[src/rtl/sio_irq_pkg.sv]
// Package: constants shared by the serial interrupt front end.
// Assumes a byte-wide host bus and exactly two channels.
package sio_irq_pkg;
    localparam int DATA_W   = 8;
    localparam int NUM_CH   = 2;
    localparam int PTR_W    = 4;
    localparam int CMD_LSB  = 3;
    localparam int CMD_W    = 3;
    localparam int FIELD_W  = 3;

    // Register indices reached through the pointer
    localparam logic [PTR_W-1:0] REG_CMD    = 4'd0;
    localparam logic [PTR_W-1:0] REG_IE     = 4'd1;
    localparam logic [PTR_W-1:0] REG_VEC    = 4'd2;
    localparam logic [PTR_W-1:0] REG_MASTER = 4'd9;
    localparam logic [PTR_W-1:0] REG_EXTCTL = 4'd15;

    // Command codes in bits 5:3 of register 0
    localparam logic [CMD_W-1:0] CMD_HIGH    = 3'd1;
    localparam logic [CMD_W-1:0] CMD_CLR_EXT = 3'd2;

    // Bit positions that neighbouring logic decodes
    localparam int CD_BIT     = 3;   // carrier bit in reads and enable mask
    localparam int IE_EXT_BIT = 0;   // per-channel interrupt enable
    localparam int MIE_BIT    = 3;   // master enable
    localparam int VSEL_BIT   = 4;   // selects high field position
    localparam int FIELD_LO   = 1;
    localparam int FIELD_HI   = 4;
endpackage

[src/rtl/sio_ptr_ctl.sv]
// Module: register pointer shared by both channels.
// Loads from a control write at pointer 0 and returns to 0 after any other
// control access. Assumes at most one of ctrl_wr and ctrl_rd per cycle; write wins.
module sio_ptr_ctl
    import sio_irq_pkg::*;
(
    input  logic              clk,
    input  logic              rst_n,
    input  logic              ctrl_wr,
    input  logic              ctrl_rd,
    input  logic [DATA_W-1:0] wdata,
    output logic [PTR_W-1:0]  ptr
);
    logic [PTR_W-1:0] ptr_q;
    logic             high_sel;

    // Decode the command field that adds 8 to the loaded pointer
    always_comb begin
        high_sel = (wdata[CMD_LSB +: CMD_W] == CMD_HIGH);
    end

    // Pointer register update
    always_ff @(posedge clk) begin
        if (!rst_n) begin
            ptr_q <= '0;
        end else if (ctrl_wr) begin
            if (ptr_q == REG_CMD) ptr_q <= {high_sel, wdata[PTR_W-2:0]};
            else                  ptr_q <= '0;
        end else if (ctrl_rd) begin
            ptr_q <= '0;
        end
    end

    assign ptr = ptr_q;

    AST_RD_PTR_ZERO: assert property (@(posedge clk) disable iff (!rst_n)
        (ctrl_rd && !ctrl_wr) |=> (ptr_q == '0));
    AST_WR_PTR_ZERO: assert property (@(posedge clk) disable iff (!rst_n)
        (ctrl_wr && ptr_q != '0) |=> (ptr_q == '0));
endmodule

[src/rtl/sio_ext_status.sv]
// Module: one channel's carrier sampling, enables and external/status latch.
// Assumes carrier_in is already synchronous to clk. A level change in the same
// cycle as a clear command leaves the latch set.
module sio_ext_status
    import sio_irq_pkg::*;
(
    input  logic              clk,
    input  logic              rst_n,
    input  logic              carrier_in,
    input  logic              ie_we,
    input  logic              xc_we,
    input  logic              clr_ext,
    input  logic [DATA_W-1:0] wdata,
    output logic              cd_level,
    output logic [DATA_W-1:0] ext_stat,
    output logic              req
);
    logic              cd_q;
    logic              pend_q;
    logic [DATA_W-1:0] stat_q;
    logic [DATA_W-1:0] ie_q;
    logic [DATA_W-1:0] xmask_q;
    logic              cd_hit;
    logic [DATA_W-1:0] stat_nxt;

    // Detect an enabled carrier-level change
    always_comb begin
        cd_hit = (carrier_in != cd_q) && xmask_q[CD_BIT];
    end

    // Next latched status: clear first, then record a change
    always_comb begin
        stat_nxt = clr_ext ? '0 : stat_q;
        if (cd_hit) stat_nxt[CD_BIT] = 1'b1;
    end

    // Carrier sample, pending flag and latched status
    always_ff @(posedge clk) begin
        if (!rst_n) begin
            cd_q   <= 1'b0;
            pend_q <= 1'b0;
            stat_q <= '0;
        end else begin
            cd_q   <= carrier_in;
            stat_q <= stat_nxt;
            if (cd_hit)       pend_q <= 1'b1;
            else if (clr_ext) pend_q <= 1'b0;
        end
    end

    // Per-channel enable registers
    always_ff @(posedge clk) begin
        if (!rst_n) begin
            ie_q    <= '0;
            xmask_q <= '0;
        end else begin
            if (ie_we) ie_q    <= wdata;
            if (xc_we) xmask_q <= wdata;
        end
    end

    assign cd_level = cd_q;
    assign ext_stat = stat_q;
    assign req      = ie_q[IE_EXT_BIT] & pend_q;

    AST_LEVEL_FOLLOWS: assert property (@(posedge clk) disable iff (!rst_n)
        1'b1 |=> (cd_q == $past(carrier_in)));
    AST_PEND_SOURCE: assert property (@(posedge clk) disable iff (!rst_n)
        $rose(pend_q) |-> ($past(carrier_in != cd_q) && $past(xmask_q[CD_BIT])));
    AST_CLEAR_WORKS: assert property (@(posedge clk) disable iff (!rst_n)
        (clr_ext && !cd_hit) |=> (!pend_q && stat_q == '0));
endmodule

[src/rtl/sio_vec_merge.sv]
// Module: rewrites the source field of the interrupt vector.
// The lowest-numbered requesting channel wins; its code is {ch[0], 2'b01}.
// Assumes NUM_CH is at most 2 so that codes fit the field.
module sio_vec_merge
    import sio_irq_pkg::*;
(
    input  logic [DATA_W-1:0] vec_in,
    input  logic [NUM_CH-1:0] req,
    input  logic              hi_pos,
    output logic [DATA_W-1:0] vec_out
);
    logic [FIELD_W-1:0] code;
    logic               any_req;

    // Priority pick, scanning downward so channel 0 is applied last
    always_comb begin
        code    = '0;
        any_req = 1'b0;
        for (int i = NUM_CH - 1; i >= 0; i--) begin
            if (req[i]) begin
                code    = {i[0], 2'b01};
                any_req = 1'b1;
            end
        end
    end

    // Insert the code at the selected position
    always_comb begin
        vec_out = vec_in;
        if (any_req) begin
            if (hi_pos) vec_out[FIELD_HI +: FIELD_W] = code;
            else        vec_out[FIELD_LO +: FIELD_W] = code;
        end
    end
endmodule

[src/rtl/sio_irq_front.sv]
// Module: top of the register-access and interrupt front end.
// Decodes the host bus, holds the shared vector and master registers,
// instantiates one status block per channel and builds the read data.
// Assumes one bus access (read or write) per cycle.
module sio_irq_front
    import sio_irq_pkg::*;
(
    input  logic              clk,
    input  logic              rst_n,
    input  logic [1:0]        bus_addr,
    input  logic              bus_wr,
    input  logic              bus_rd,
    input  logic [7:0]        bus_wdata,
    output logic [7:0]        bus_rdata,
    input  logic [1:0]        carrier_in,
    output logic              irq_out
);
    logic              ch_sel;
    logic              ctrl_wr;
    logic              ctrl_rd;
    logic [PTR_W-1:0]  ptr;
    logic [DATA_W-1:0] vec_q;
    logic [DATA_W-1:0] master_q;
    logic [DATA_W-1:0] vec_view;
    logic [NUM_CH-1:0] req;
    logic [NUM_CH-1:0] cd_level;
    logic [DATA_W-1:0] ext_stat [NUM_CH];
    logic [DATA_W-1:0] ctrl_val;
    logic              clr_cmd;

    // Bus decode
    always_comb begin
        ch_sel  = bus_addr[0];
        ctrl_wr = bus_wr && !bus_addr[1];
        ctrl_rd = bus_rd && !bus_addr[1];
        clr_cmd = ctrl_wr && (ptr == REG_CMD)
                  && (bus_wdata[CMD_LSB +: CMD_W] == CMD_CLR_EXT);
    end

    sio_ptr_ctl u_ptr (
        .clk     (clk),
        .rst_n   (rst_n),
        .ctrl_wr (ctrl_wr),
        .ctrl_rd (ctrl_rd),
        .wdata   (bus_wdata),
        .ptr     (ptr)
    );

    // Shared vector and master registers
    always_ff @(posedge clk) begin
        if (!rst_n) begin
            vec_q    <= '0;
            master_q <= '0;
        end else if (ctrl_wr) begin
            if (ptr == REG_VEC)    vec_q    <= bus_wdata;
            if (ptr == REG_MASTER) master_q <= bus_wdata;
        end
    end

    for (genvar c = 0; c < NUM_CH; c++) begin : g_ch
        logic hit;
        assign hit = (ch_sel == c[0]);
        sio_ext_status u_stat (
            .clk        (clk),
            .rst_n      (rst_n),
            .carrier_in (carrier_in[c]),
            .ie_we      (ctrl_wr && hit && ptr == REG_IE),
            .xc_we      (ctrl_wr && hit && ptr == REG_EXTCTL),
            .clr_ext    (clr_cmd && hit),
            .wdata      (bus_wdata),
            .cd_level   (cd_level[c]),
            .ext_stat   (ext_stat[c]),
            .req        (req[c])
        );
    end

    sio_vec_merge u_vec (
        .vec_in  (vec_q),
        .req     (req),
        .hi_pos  (master_q[VSEL_BIT]),
        .vec_out (vec_view)
    );

    // Control read multiplexer
    always_comb begin
        ctrl_val = '0;
        case (ptr)
            REG_CMD:    ctrl_val[CD_BIT] = cd_level[ch_sel];
            REG_VEC:    ctrl_val = ch_sel ? '0 : vec_view;
            REG_EXTCTL: ctrl_val = ext_stat[ch_sel];
            default:    ctrl_val = '0;
        endcase
    end

    assign bus_rdata = ctrl_rd ? ctrl_val : '0;
    assign irq_out   = master_q[MIE_BIT] && (|req);

    AST_DATA_READ_ZERO: assert property (@(posedge clk) disable iff (!rst_n)
        (bus_rd && bus_addr[1]) |-> (bus_rdata == '0));
    AST_B_VEC_ZERO: assert property (@(posedge clk) disable iff (!rst_n)
        (bus_rd && bus_addr == 2'b01 && ptr == REG_VEC) |-> (bus_rdata == '0));
    AST_IRQ_NEEDS_REQ: assert property (@(posedge clk) disable iff (!rst_n)
        irq_out |-> (req != '0));
endmodule

[config.mk]
export PLATFORM = sky130hd
export DESIGN_NAME = sio_irq_front
export DESIGN_NICKNAME = d
export VERILOG_FILES = /design/src/rtl/sio_irq_pkg.sv /design/src/rtl/sio_ptr_ctl.sv /design/src/rtl/sio_ext_status.sv /design/src/rtl/sio_vec_merge.sv /design/src/rtl/sio_irq_front.sv
export SDC_FILE = /design/constraint.sdc
export NUM_CORES = 1
export LEC_CHECK = 0
export CORE_MARGIN = 10
export CORE_UTILIZATION = 50
export DETAILED_ROUTE_END_ITERATION = 10
export DONT_BUFFER_PORTS = 1
export PLACE_DENSITY = 0.68
export SYNTH_ARGS = -nofsm -noshare
export SYNTH_HDL_FRONTEND = slang
export SYNTH_HIERARCHICAL = 1
export SYNTH_SLANG_ARGS = --single-unit
[constraint.sdc]
create_clock -name clk -period 1.6 [get_ports clk]
set_clock_uncertainty 0.15 [all_clocks]
set_input_delay 0.08 -clock clk [delete_from_list [all_inputs] [get_ports clk]]
set_output_delay 0.08 -clock clk [all_outputs]
set_load 0.1 [all_outputs]
==> results of run 1 <==
## per-stage QoR
stage	power [mW]	instances	area (um2)	util
after floorplan	0.716	185	1620	-
after global placement	0.707	210	1720	0.606
after detailed placement	0.710	210	1720	0.606
after CTS	1.06	229	1980	0.699
after global routing	1.13	233	2110	0.745
final	1.08	233	2110	0.745
## path summary, 6_finish.rpt
| path | end | cells past startpoint |
|---|---|---|
| setup / recovery | bus_rdata[0] | 5 |
| hold / removal | g_ch[1].u_stat/ie_q[0] | 4 |
| setup reg to reg | g_ch[0].u_stat/ie_q[0] | 5 |
| hold reg to reg | g_ch[0].u_stat/pend_q | 2 |
## power groups by stage
stage / clock, mW / sequential [mW] / combinational, mW
CTS: 0.310 / 0.566 / 0.183
global placement: 0 / 0.578 / 0.129
global route: 0.334 / 0.569 / 0.228
floorplan: 0 / 0.574 / 0.142
finish: 0.305 / 0.567 / 0.212
detailed placement: 0 / 0.579 / 0.131
## flip-flops by register name (all words and copies together), names as in the netlist
| signal | count |
|---|---|
| g_ch.u_stat/xmask_q | 2 |
| g_ch.u_stat/pend_q | 2 |
| master_q | 2 |
| u_ptr/ptr | 4 |
| vec_q | 8 |
| g_ch.u_stat/ie_q | 2 |
| g_ch.u_stat/cd_level | 2 |
## per-layer routing
metal  share of wire  vias up
met1            0.42      649
met3           0.061        6
met5               0        -
met4           0.014        0
li1                -      656
met2            0.50       51
## worst max-delay path, delay by kind of cell (launching register included)
kind	cells	cell delay [ns]
AO/OA/AOI/OAI	1	0.15
buffers and inverters	2	0.36
flip-flops	1	0.39
AND/OR/NAND/NOR	2	0.45
## cells by family (layout without fill, tap and decap cells)
family	after synthesis	after routing	share of synthesized area
AOI/OAI and AO/OA	42	42	0.189
xor gates and xnor gates	2	2	0.0116
and+or+nand+nor	61	61	0.261
buffers and inverters	31	48	0.148
other	2	14	0.00497
DFF	22	22	0.292
muxes	13	13	0.0936
## synth_stat cells (3+ instances only)
cell type,instances
nor2b_1,5
buf_4,18
inv_1,4
nand2_1,3
dfxtp_1,22
mux2i_1,4
a32oi_1,7
and2_1,3
a21oi_1,13
nand3b_1,3
buf_6,5
nand2b_1,3
nand3_1,12
nor2_1,13
mux2_2,9
o21ai_1,11
## cell usage in the layout (no fill, tap or decap), types with 5 or more instances in the layout
cell type / instances
a21oi_1: 11
buf_12: 10
buf_4: 12
conb_1: 14
dfxtp_1: 16
dlygate4sd3_1: 14
mux2_2: 9
nand3_1: 10
nor2_1: 5
nor2_4: 8
o21ai_2: 9
## layout make-up
cell class,count,area [um2]
multi-input cells,132,1090
fillers,207,722
repair buffers,39,468
flip-flops and latches,22,453
well taps,31,38.8
clock buffers,4,36.3
inverters,5,18.8
## repair_timing
action	in CTS	in global routing
resized for setup	18	23
endpoints found under the setup margin	17	21
setup buffers	1	5
hold buffers	14	0
endpoints found under the hold margin	22	0
gates cloned	0	0
pin swaps	4	9
==> impl_metrics.toml, run 1 <==
[die]
core_um2 = 2830
ios = 25
die_w_um = 75.0
fp.dieH_um = 75.0
num_rows = 19
dieArea_um2 = 5620
initial_utilization = 0.534

[global_routing]
grt-ovfl-total = 0
gr-usage-met3 = 0.0434
grt_max_degree = 13
grt_pass1_vias = 1356
grt_use_total = 0.151
grt-busiest-layer = "met2"
grt_use_met2 = 0.254
antenna_found_initial = 0
met1_usage = 0.178
grt_pass1_wl_um = 6670

[synth]
yosysSeqAreaShare = 0.292
synth_cell_types = 43
syn_avg_cell_area_um2 = 8.73
syn_inst = 173
ys_seq_elements = 22
synth_area_leader_cell = "dfxtp_1"
synthTopCellsByArea = "dfxtp_1 29%, buf_4 8.9%, mux2_2 6.7%, a21oi_1 4.3%, a32oi_1 4.1%"
synth_edf_count = 0
synth_area_um2 = 1510
synthArstFlopShare = 0
ys.flop_type = "dfxtp_1"
synth_top_cell_area_share = 0.292
synth_warnings = 6

[power]
intPower_mw = 0.795
power.density_nw_per_um2 = 515
seq_power_share = 0.523
p_leak_nw = 0.747
power.switching_mw = 0.290
swShare = 0.267
power_frac_comb = 0.196
power_frac_clock = 0.281
ir_worst_vdd_v = 0.000589

[timing]
rsz0062_at_grt = "yes"
setup_tns_ns = -2.77
hold_viol = 0
setup_violations = 14
period_minus_slack_ns = 1.90
fin_ws_ns = -0.302
whs_ns = 0.0339
clock.fmax_ghz = 0.526
final_max_slew_viol_count = 0
period_share = 1.19

[setup_path]
crit_type = "register to output port"
start_kind = "register"
cp_slowest_cell = "dfxtp_4"
cp.arrival_ns = 1.67
r2r_slack_ns = -0.20
cpPeakStageDelay_ns = 0.39
cp-end-kind = "output port"
worstPathRequired_ns = 1.37
r2r_start = "u_ptr/ptr[3]"
path_cells = "nor4b_4, buf_6, a32oi_1, nor2_4, buf_12"
cp_max_fo = 8
setup.worst_path.start = "u_ptr/ptr[0]"

[place]
portBuffers = 0
pre_cts_ws_ns = -0.0163
gp_congestion = 0.816
place_hpwl_um = 2810

[drt]
routedWlPerCell_um = 18.0
vias = 1362
drc = 0
first_iter_violations = 53
viasPerCell = 5.85
first_pass_iters = 4
wirelength_um = 4190
ant_nets = 0

[flow_run]
cap_violations = 0

[outcome]
status = "complete, but fails checks"
violations = "negative setup slack"

[final_layout]
diodes = 0
layout.nets = 219
syn_to_final_growth_pct = 39.5
drive_above_1_share = 0.446

[cts]
cts.sinks = 22
clk_pin_slew_ns = 0.13
clock_latency_ns = 0.31
cts-root-buf = "clkbuf_4"
cts_buffers = 3
htreeDepth = 1
cts_buffer_depth = 2
tritoncts = "built"

[hold_path]
hp-start = "bus_addr[0]"
worst_hold_path_type = "primary input to register"
Note: power is estimated with default switching activity, not from simulation.
==> inputs of run 2 (changes only) <==
SKIP_CTS_REPAIR_TIMING = 1   (was default)
==> impl_metrics.toml, run 2 (synthesis gave the netlist of run 1 again) <==
[global_routing]
grt_pass1_vias = 1204
antenna_found_initial = 0
grt-ovfl-total = 0
grt_use_total = 0.134
grt_pass1_wl_um = 5880
grt_max_degree = 15

[setup_path]
crit_type = "register to output port"
path_delay_family = "simple AND/OR/NAND/NOR gates"
path_cells = "nor4b_4, buf_6, a32oi_1, nor2_4, buf_12"
worstPathRequired_ns = 1.37
start_kind = "register"
cpPeakStageDelay_ns = 0.39
cp.arrival_ns = 1.69
cp_max_fo = 8
cp_slowest_cell = "dfxtp_4"
cp-end-kind = "output port"
critPathBufInv = 2

[final_layout]
drive_above_1_share = 0.367
seqCellArea_um2 = 454
layout.nets = 213
utilization = 0.696
fin_area_um2 = 1970
nFillCells = 235
syn_to_final_growth_pct = 30.4
multiInputGateArea_um2 = 1020
final_common_cell = "dfxtp_1"
largest_register_ffs = 8
diodes = 0
largest_register = "vec_q"
layout_common_cells = "15 x dfxtp_1, 14 x conb_1, 13 x dlygate4sd3_1, 12 x a21oi_1"

[timing]
hold_viol = 4
rsz0062_at_grt = "yes"
clock.fmax_ghz = 0.520
period_minus_slack_ns = 1.92
fin_ws_ns = -0.321
whs_ns = -0.0129
period_share = 1.20
setup_tns_ns = -2.53
setup_violations = 9
final_max_slew_viol_count = 0

[place]
gp_congestion = 0.816
post_dp_cell_area_um2 = 1720
portBuffers = 0
place_hpwl_um = 2810

[die]
ios = 25
num_rows = 19
core_um2 = 2830
dieArea_um2 = 5620
initial_utilization = 0.534
fp.dieH_um = 75.0
die_w_um = 75.0

[drt]
ant_nets = 0
first_pass_iters = 4
viasPerCell = 5.77
wirelength_um = 3850
vias = 1309
drc = 0
routedWlPerCell_um = 17.0
first_iter_violations = 72

[power]
p_leak_nw = 0.695
power.density_nw_per_um2 = 536
total_power_mw = 1.06
ir_worst_vdd_v = 0.000557

[outcome]
status = "complete, but fails checks"
violations = "negative hold slack, negative setup slack"

[cts]
clk_pin_slew_ns = 0.13
cts-root-buf = "clkbuf_4"
cts_buffer_depth = 2
htreeDepth = 1
clock_latency_ns = 0.31
cts.sinks = 22
cts_buffers = 3
tritoncts = "built"

[flow_run]
cap_violations = 0

[hold_path]
worst_hold_path_type = "primary input to register"
-- run 2: power by group --
part / switching (mW) / internal, mW
Combinational: 0.0954 / 0.0860
Clock: 0.169 / 0.139
Sequential: 0.0120 / 0.554
-- run 2: path summary, 6_finish.rpt --
kind	end	slack, ns	start	cells after the start
setup / recovery	bus_rdata[0]	-0.32	u_ptr/ptr[3]	5
hold / removal	g_ch[0].u_stat/pend_q	-0.01	bus_wdata[4]	4
setup reg to reg	g_ch[0].u_stat/ie_q[0]	-0.07	u_ptr/ptr[1]	4
hold reg to reg	g_ch[0].u_stat/pend_q	0.32	g_ch[0].u_stat/xmask_q[3]	2
-- run 2: area by class of cell --
class,instances,area share
Sequential cell,22,0.231
Inverter,5,0.00953
Tap cell,31,0.0197
Multi-Input combinational cell,132,0.518
Clock buffer,4,0.0184
Timing Repair Buffer,33,0.203
-- run 2: worst reg2reg max path, stage by stage, from the launching register on --
cell,delay (ns)
dfxtp_2,0.38
or4b_1,0.59
nor3_2,0.16
mux2i_1,0.24
nor2b_1,0.06
-- run 2: per-stage QoR --
stage          setup slack [ns]  cells
2_1_floorplan            -0.230    185
3_3_place_gp           -0.00661    210
3_5_place_dp            -0.0163    210
4_1_cts                  -0.362    214
5_1_grt                  -0.384    227
6_report                 -0.321    227
-- run 2: metal layers --
layer / global-route usage / wire (um) / vias to the layer above
met4: 0.0462 / 81 / 0
met2: 0.225 / 1880 / 48
li1: - / - / 643
met3: 0.0460 / 280 / 13
met5: 0 / 0 / -
met1: 0.156 / 1610 / 605
